`src/rtl/lmc_pkg.sv`:
```
// Shared types for the local memory controller.
// Assumes: one access is in flight on the local bus at a time.
package lmc_pkg;
    typedef enum logic [1:0] {
        RG_NONE,
        RG_REG,
        RG_SRAM,
        RG_EXT
    } region_e;

    typedef enum logic [1:0] {
        OWN_IDLE,
        OWN_HOST,
        OWN_CPU,
        OWN_PF
    } owner_e;
endpackage

```
`src/rtl/lmc_decode.sv`:
```
// Address decoder: sorts a word address into register, SRAM, external
// window or no target. Assumes the top address bit selects SRAM.
module lmc_decode
    import lmc_pkg::*;
#(
    parameter int AW     = 13,
    parameter int NREG   = 4,
    parameter int EXT_LO = 'h1FF
) (
    input  logic [AW-1:0] addr,
    output region_e       region
);
    localparam logic [AW-1:0] REG_END = AW'(NREG);
    localparam logic [AW-1:0] EXT_BEG = AW'(EXT_LO);

    // classify the address
    always_comb begin
        if (addr[AW-1])
            region = RG_SRAM;
        else if (addr < REG_END)
            region = RG_REG;
        else if (addr >= EXT_BEG)
            region = RG_EXT;
        else
            region = RG_NONE;
    end
endmodule

```
`src/rtl/lmc_regs.sv`:
```
// Internal control registers. Word 0 bit 0 is the SRAM wait-state bit,
// reset to 1. The other words are plain storage. Assumes a single access
// port: the same index is used for read and write.
module lmc_regs #(
    parameter int DW   = 32,
    parameter int NREG = 4,
    parameter int RIW  = (NREG > 1) ? $clog2(NREG) : 1
) (
    input  logic           clk,
    input  logic           rst_n,
    input  logic           wr_en,
    input  logic [RIW-1:0] idx,
    input  logic [DW-1:0]  wdata,
    output logic [DW-1:0]  rdata,
    output logic           ws_o
);
    logic [DW-1:0] regs_q [NREG];

    // register storage with reset values
    always_ff @(posedge clk) begin
        if (!rst_n) begin
            for (int i = 0; i < NREG; i++)
                regs_q[i] <= (i == 0) ? DW'(1) : '0;
        end else if (wr_en) begin
            regs_q[idx] <= wdata;
        end
    end

    // read port and wait-state bit
    assign rdata = regs_q[idx];
    assign ws_o  = regs_q[0][0];

    AST_WS_RESET: assert property (@(posedge clk) disable iff (!rst_n) !$past(rst_n) |-> ws_o) else $error("ws reset");
    AST_WS_WRITE: assert property (@(posedge clk) disable iff (!rst_n) (wr_en && idx == '0) |=> ws_o == $past(wdata[0])) else $error("ws write");
endmodule

```
`src/rtl/lmc_prefetch.sv`:
```
// Host read prefetch buffer. A start pulse sets the window to the DEPTH
// words after the missed index and fills them in order, as the sequencer
// grants fill cycles. A write inside the window clears the buffer and stops
// the fill. Assumes start, fill_done and wr_done never occur together.
module lmc_prefetch #(
    parameter int SW    = 12,
    parameter int DW    = 32,
    parameter int DEPTH = 4,
    parameter int CW    = (DEPTH > 1) ? $clog2(DEPTH) : 1
) (
    input  logic          clk,
    input  logic          rst_n,
    input  logic          start,
    input  logic [SW-1:0] start_idx,
    input  logic [SW-1:0] look_idx,
    output logic          hit,
    output logic [DW-1:0] hit_data,
    output logic          fill_req,
    output logic [SW-1:0] fill_idx,
    input  logic          fill_done,
    input  logic [DW-1:0] fill_data,
    input  logic          wr_done,
    input  logic [SW-1:0] wr_idx
);
    localparam logic [SW-1:0] DEPTH_W = SW'(DEPTH);

    logic [SW-1:0]    base_q;
    logic [DEPTH-1:0] vld_q;
    logic [CW-1:0]    cnt_q;
    logic             act_q;
    logic [DW-1:0]    buf_q [DEPTH];
    logic [SW-1:0]    look_off, wr_off;
    logic             wr_in_win;

    // window offsets for lookup and write snoop
    assign look_off  = look_idx - base_q;
    assign wr_off    = wr_idx - base_q;
    assign wr_in_win = wr_off < DEPTH_W;
    assign hit       = (look_off < DEPTH_W) && vld_q[look_off[CW-1:0]];
    assign hit_data  = buf_q[look_off[CW-1:0]];
    assign fill_req  = act_q;
    assign fill_idx  = base_q + SW'(cnt_q);

    // window, valid bits and fill pointer
    always_ff @(posedge clk) begin
        if (!rst_n) begin
            base_q <= '0;
            vld_q  <= '0;
            cnt_q  <= '0;
            act_q  <= 1'b0;
        end else if (start) begin
            base_q <= start_idx + SW'(1);
            vld_q  <= '0;
            cnt_q  <= '0;
            act_q  <= 1'b1;
        end else if (wr_done && wr_in_win) begin
            vld_q  <= '0;
            act_q  <= 1'b0;
        end else if (fill_done) begin
            vld_q[cnt_q] <= 1'b1;
            cnt_q        <= cnt_q + CW'(1);
            if (cnt_q == CW'(DEPTH - 1))
                act_q <= 1'b0;
        end
    end

    // buffer data, written in fill order
    always_ff @(posedge clk) begin
        if (fill_done && act_q)
            buf_q[cnt_q] <= fill_data;
    end

    AST_FILL_ONLY_ACTIVE: assert property (@(posedge clk) disable iff (!rst_n) fill_done |-> act_q) else $error("fill idle");
    AST_WRITE_CLEARS: assert property (@(posedge clk) disable iff (!rst_n) (wr_done && wr_in_win && !start) |=> (vld_q == '0 && !act_q)) else $error("no inval");
endmodule

```
`src/rtl/lmem_ctrl.sv`:
```
// Local memory controller top. Arbitrates host (first), processor, then
// background prefetch onto one shared local bus, sequences zero or one
// wait state, and drives the three chip-selects. Assumes each requester
// holds its request and inputs stable until its ready.
module lmem_ctrl
    import lmc_pkg::*;
#(
    parameter int AW     = 13,
    parameter int DW     = 32,
    parameter int NREG   = 4,
    parameter int PF_N   = 4,
    parameter int EXT_LO = 'h1FF
) (
    input  logic          clk,
    input  logic          rst_n,
    input  logic          standalone_mode,
    input  logic          cpu_req,
    input  logic          cpu_we,
    input  logic [AW-1:0] cpu_addr,
    input  logic [DW-1:0] cpu_wdata,
    output logic [DW-1:0] cpu_rdata,
    output logic          cpu_rdy,
    input  logic          host_req,
    input  logic          host_we,
    input  logic [AW-1:0] host_addr,
    input  logic [DW-1:0] host_wdata,
    output logic [DW-1:0] host_rdata,
    output logic          host_rdy,
    output logic [AW-1:0] mem_addr,
    output logic          mem_we,
    output logic [DW-1:0] mem_wdata,
    input  logic [DW-1:0] mem_rdata,
    output logic          sram_cs,
    output logic          ext_cs0,
    output logic          phy_cs
);
    localparam int SW  = AW - 1;
    localparam int RIW = (NREG > 1) ? $clog2(NREG) : 1;

    owner_e        own_q, cur;
    logic          busy_q;
    logic [AW-1:0] cur_addr;
    logic          cur_we, active;
    logic [DW-1:0] cur_wdata, rdata, reg_rdata, pf_data;
    region_e       cur_rgn, host_rgn;
    logic          ws, need_ws, done, host_hit, pf_hit;
    logic          pf_req, pf_done, pf_start, sram_wr_done;
    logic [SW-1:0] pf_idx;

    // pick the owner: a locked access first, then host, processor, prefetch
    always_comb begin
        if (busy_q)        cur = own_q;
        else if (host_req) cur = OWN_HOST;
        else if (cpu_req)  cur = OWN_CPU;
        else if (pf_req)   cur = OWN_PF;
        else               cur = OWN_IDLE;
    end

    // route the owner's request onto the local bus
    always_comb begin
        unique case (cur)
            OWN_HOST: begin cur_addr = host_addr; cur_we = host_we; cur_wdata = host_wdata; end
            OWN_CPU:  begin cur_addr = cpu_addr;  cur_we = cpu_we;  cur_wdata = cpu_wdata;  end
            OWN_PF:   begin cur_addr = {1'b1, pf_idx}; cur_we = 1'b0; cur_wdata = '0; end
            default:  begin cur_addr = '0; cur_we = 1'b0; cur_wdata = '0; end
        endcase
    end

    lmc_decode #(.AW(AW), .NREG(NREG), .EXT_LO(EXT_LO)) u_dec_cur (
        .addr(cur_addr), .region(cur_rgn)
    );
    lmc_decode #(.AW(AW), .NREG(NREG), .EXT_LO(EXT_LO)) u_dec_host (
        .addr(host_addr), .region(host_rgn)
    );

    assign active   = (cur != OWN_IDLE);
    assign host_hit = (cur == OWN_HOST) && !cur_we && (cur_rgn == RG_SRAM) && pf_hit;

    // wait-state need: SRAM misses and processor register accesses
    always_comb begin
        unique case (cur_rgn)
            RG_SRAM: need_ws = ws && !host_hit;
            RG_REG:  need_ws = ws && (cur == OWN_CPU);
            default: need_ws = 1'b0;
        endcase
    end

    assign done = active && (busy_q || !need_ws);

    // wait-state sequencer: lock the owner for the second cycle
    always_ff @(posedge clk) begin
        if (!rst_n) begin
            busy_q <= 1'b0;
            own_q  <= OWN_IDLE;
        end else if (busy_q) begin
            busy_q <= 1'b0;
            own_q  <= OWN_IDLE;
        end else if (active && need_ws) begin
            busy_q <= 1'b1;
            own_q  <= cur;
        end
    end

    // chip-selects and shared bus
    assign sram_cs   = active && (cur_rgn == RG_SRAM) && !host_hit;
    assign ext_cs0   = active && (cur_rgn == RG_EXT) && !standalone_mode;
    assign phy_cs    = active && (cur_rgn == RG_EXT) && standalone_mode;
    assign mem_addr  = cur_addr;
    assign mem_we    = cur_we && (sram_cs || ext_cs0 || phy_cs);
    assign mem_wdata = cur_wdata;

    lmc_regs #(.DW(DW), .NREG(NREG), .RIW(RIW)) u_regs (
        .clk(clk), .rst_n(rst_n),
        .wr_en(done && cur_we && (cur_rgn == RG_REG)),
        .idx(cur_addr[RIW-1:0]), .wdata(cur_wdata),
        .rdata(reg_rdata), .ws_o(ws)
    );

    // read data source
    always_comb begin
        if (host_hit)                                      rdata = pf_data;
        else if (cur_rgn == RG_SRAM || cur_rgn == RG_EXT)  rdata = mem_rdata;
        else if (cur_rgn == RG_REG)                        rdata = reg_rdata;
        else                                               rdata = '0;
    end

    assign cpu_rdy      = done && (cur == OWN_CPU);
    assign host_rdy     = done && (cur == OWN_HOST);
    assign cpu_rdata    = rdata;
    assign host_rdata   = rdata;
    assign pf_done      = done && (cur == OWN_PF);
    assign pf_start     = host_rdy && !cur_we && (cur_rgn == RG_SRAM) && !host_hit;
    assign sram_wr_done = done && cur_we && (cur_rgn == RG_SRAM);

    lmc_prefetch #(.SW(SW), .DW(DW), .DEPTH(PF_N)) u_pf (
        .clk(clk), .rst_n(rst_n),
        .start(pf_start), .start_idx(cur_addr[SW-1:0]),
        .look_idx(host_addr[SW-1:0]), .hit(pf_hit), .hit_data(pf_data),
        .fill_req(pf_req), .fill_idx(pf_idx),
        .fill_done(pf_done), .fill_data(mem_rdata),
        .wr_done(sram_wr_done), .wr_idx(cur_addr[SW-1:0])
    );

    AST_HOST_WINS: assert property (@(posedge clk) disable iff (!rst_n) (host_req && cpu_req && !busy_q) |-> !cpu_rdy) else $error("cpu won");
    AST_HOST_REG_ZW: assert property (@(posedge clk) disable iff (!rst_n) (host_req && !busy_q && host_rgn == RG_REG) |-> host_rdy) else $error("host reg wait");
    AST_CS_EXCL: assert property (@(posedge clk) disable iff (!rst_n) $onehot0({sram_cs, ext_cs0, phy_cs})) else $error("cs overlap");
    AST_CS0_BLOCKED: assert property (@(posedge clk) disable iff (!rst_n) standalone_mode |-> !ext_cs0) else $error("cs0 standalone");
    AST_HIT_NO_SRAM: assert property (@(posedge clk) disable iff (!rst_n) (host_rdy && !busy_q && pf_hit && !host_we && host_rgn == RG_SRAM) |-> !sram_cs) else $error("hit used sram");
    AST_ONE_WAIT: assert property (@(posedge clk) disable iff (!rst_n) busy_q |-> (cpu_rdy || host_rdy || pf_done)) else $error("wait overrun");
    AST_WAIT_HOLDS_BUS: assert property (@(posedge clk) disable iff (!rst_n) busy_q |-> $stable(mem_addr)) else $error("bus moved");
endmodule

```
`config.mk`:
```
export PLATFORM = sky130hd
export DESIGN_NAME = lmem_ctrl
export DESIGN_NICKNAME = d
export VERILOG_FILES = /design/src/rtl/lmc_pkg.sv /design/src/rtl/lmc_decode.sv /design/src/rtl/lmc_regs.sv /design/src/rtl/lmc_prefetch.sv /design/src/rtl/lmem_ctrl.sv
export SDC_FILE = /design/constraint.sdc
export NUM_CORES = 1
export LEC_CHECK = 0
export BUFFER_PORTS_ARGS = -buffer_cell sky130_fd_sc_hd__buf_2
export CORE_ASPECT_RATIO = 1.1
export CORE_MARGIN = 2
export CORE_UTILIZATION = 48
export CTS_CLUSTER_SIZE = 25
export DETAILED_ROUTE_END_ITERATION = 10
export PLACE_DENSITY_LB_ADDON = 0.25
export SLEW_MARGIN = 15
export SYNTH_ARGS = -nofsm -noshare
export SYNTH_HDL_FRONTEND = slang
export SYNTH_SLANG_ARGS = --single-unit
```
`constraint.sdc`:
```
create_clock -name clk -period 7.75 [get_ports clk]
set_input_delay 0.775 -clock clk [delete_from_list [all_inputs] [get_ports clk]]
set_output_delay 0.775 -clock clk [all_outputs]
set_load 0.005 [all_outputs]
```
==> summary.txt <==
Run status
  • Status: finished clean

Final layout
  • Diodes inserted: 0
  • Number of nets in the layout: 1668
  • Area growth syn-to-layout: 15.2%
  • Post-layout util: 55.9%
  • Layout cells sized above 1: 24.3%
  • Filler cells: 2629

CTS
  • Clock transition at the registers of the reported paths: 60 ps
  • Skew-Pair Late Insertion Delay: 550 ps
  • Setup Fix Bufs, Post-CTS: 0
  • Clk root buf: clkbuf_16
  • Htree depth: 1
  • Clock sink total: 278
  • Hold buffer count at cts: 0
  • CTS Buf Count: 28
  • Post-CTS Resized: 0
  • Clock Path Buffers: 3
  • CTS tree: yes

Place
  • RD Place Congestion: 0.976
  • Port bufs: 243
  • HPWL Detailed: 27900 um

Run
  • Max Cap Violations: 0

Global route
  • GRT Residual Overflow: 0
  • Pin count of the biggest net entering global routing: 68
  • Met2 usage: 43.8%
  • GRT Util Overall: 25.8%
  • GRT met1 Usage: 34.3%
  • First-pass GRT wire length: 63700 um
  • Initial antenna violation count: 0
  • Layer with the highest usage: met2
  • Vias in the first global route: 11.1k
  • Routing usage on met3: 2.91%

Critical path
  • Req. time, crit path: 6970 ps
  • Crit-path max FO: 38
  • Setup CP Type: reg -> out
  • Crit end category: output port
  • Critical Path AT: 5770 ps
  • R2R cell count: 15
  • CP max stage delay: 910 ps
  • Startpoint Class: register
  • Reg2Reg Setup Slack: 1680 ps
  • Critical Path, Cell by Cell: nor2_1, o31ai_1, ha_2, a22oi_1, nand2_2, nand2_1, buf_4, clkinv_1, ha_1, inv_1, a2111oi_0, and3b_1, a41oi_1, o22ai_4, buf_4, nand3_1, nand2_1, buf_2
  • CP max-delay cell: ha_2
  • Buf+Inv Stages, Crit Path: 5
  • Top Family by Delay on Critical Path: compound AO/OA/AOI/OAI gates
  • CP Depth: 18

Route
  • Routed vias: 11.4k
  • Initial DRT Pass Iterations: 9
  • Wirelength, routed: 41600 um
  • WL/cell: 21.4 um
  • Post-route ant nets: 0
  • Via-per-instance ratio: 5.85
  • # DRC: 0
  • Initial DRC count: 1140

Power and ir drop
  • VDD IR max: 0.166 mV
  • Final Power: 3.59 mW
  • Leak: 6.64 nW
  • PwrDens: 211 nW/um^2

Floorplanning
  • Placement row count: 67
  • Die Height: 188 um
  • Num ports: 244
  • Initial Util: 48.6%
  • Die area: 32100 um^2
  • Die X: 171 um
  • Core area: 30300 um^2

Timing
  • Slew Viols, Final: 0
  • Setup TNS: 0 ps
  • RSZ-0062 raised after global routing: no
  • Max-slew headroom: 32.7%
  • Crit path time final: 6550 ps
  • Final hold vios: 0
  • FMAX: 153 MHz
  • Worst Tran Pin Value: 1010 ps
  • Setup-failing EPs final: 0
  • Fin crit share: 84.5%
  • Clock skew: 22.3 ps

Yosys
  • Library cells used by synthesis: 82
  • Yosys warns: 0
  • Syn Area/Cell: 11.1 um^2
  • Mapped cell area: 14700 um^2
  • Count leader, synth: edfxtp_1
  • Synth cell count leaders: 256 x edfxtp_1, 169 x nor2_1, 166 x nand2_1
  • Top_reg_cell synth: edfxtp_1
  • Yosys top cell by area: edfxtp_1
  • Post-synth top area share: 52.2%
  • Synth async-reset ratio: 0%
  • Post-synthesis cell count: 1329
  • Synth top area cells: edfxtp_1 52%, mux4_2 4.9%, nor2_1 4.3%, nand2_1 4.2%, dfxtp_1 3.0%
  • Post-synthesis sequential area ratio: 55.2%
  • Number of synthesized register bits: 278
  • Syn Nets: 1491
  • Number of synthesized flops with an enable pin: 256

Hold path
  • Hold crit path type: in -> reg
  • Hold path depth: 1
-- state kept, by name (all words and copies together), names as in the netlist --
name           count
busy_q             1
own_q              2
u_pf.base_q       12
u_pf.buf_q       128
u_pf.cnt_q         2
u_pf.fill_req      1
u_pf.vld_q         4
u_regs.regs_q    128
-- cells in the final DEF (no fill, tap or decap), types with 5 or more instances in the layout --
cell type	synthesis	routed
nand2_2	0	5
nand3_1	44	44
clkbuf_1	52	10
nor2_1	169	168
buf_2	19	243
edfxtp_1	256	256
nor2b_1	7	7
a21oi_1	61	61
a22o_1	33	33
clkinv_2	0	5
a22oi_1	10	10
a311oi_1	32	32
nor4_1	7	7
a21o_1	10	10
clkbuf_16	0	28
xnor2_1	17	17
o21ai_0	18	18
inv_1	65	65
a211oi_1	48	48
mux2i_1	5	5
nand2b_1	9	9
xor2_1	5	5
nor3_1	11	10
nand3b_1	5	5
and2_1	36	36
dfxtp_1	22	22
buf_4	35	20
ha_1	31	28
o21ai_1	5	5
nand2_1	166	161
or3_1	7	6
mux4_2	32	32
nand4_1	7	7
-- area by class of cell --
type	instances	area (um^2)	share of cell area [%]
Clock inverter	14	159	0.936
Tap cell	414	518	3.05
Inverter	66	248	1.46
Clock buffer	38	738	4.35
Sequential cell	278	8130	47.9
Multi-Input combinational cell	869	5810	34.3
Timing Repair Buffer	263	1370	8.05
-- per-layer routing --
metal | vias up | wire length [um]
met5 | - | 0
met4 | 0 | 1380
met3 | 79 | 2490
met2 | 461 | 20600
met1 | 5553 | 17200
li1 | 5270 | -
-- power breakdown --
part | total [mW] | internal (mW) | leakage [nW] | switching (mW)
Sequential | 1.67 | 1.66 | 2.64 | 0.00841
Clock | 1.33 | 0.770 | 0.435 | 0.557
Combinational | 0.594 | 0.223 | 3.56 | 0.371
-- final timing paths --
kind | startpoint | end
worst max register to register | u_pf.fill_req | u_regs.regs_q[0][5]
worst min register to register | u_pf.vld_q[0] | u_pf.vld_q[0]
worst min-delay path | mem_rdata[8] | u_pf.buf_q[1][8]
worst max-delay path | u_pf.fill_req | cpu_rdata[26]
-- cells by family (layout without fill, tap and decap cells) --
family | after synthesis | count (layout) | share of synthesized area (%)
simple gates | 501 | 501 | 15.6
flops | 278 | 278 | 55.2
compound gates | 273 | 273 | 13.7
buf+inv | 182 | 381 | 5.89
mux | 40 | 40 | 5.46
fa+ha+maj | 33 | 33 | 2.90
xor+xnor | 22 | 22 | 1.31
-- per-stage QoR --
stage	hold WS [ps]	setup slack, ps	instance area [um^2]	std cells
floorplan	431	655	14700	1329
global placement	451	1330	16100	1890
detailed placement	460	1260	16100	1890
CTS	448	1250	17000	1942
global route	457	688	17000	1942
finish	462	1200	17000	1942
Note: power is estimated with default switching activity, not from simulation.
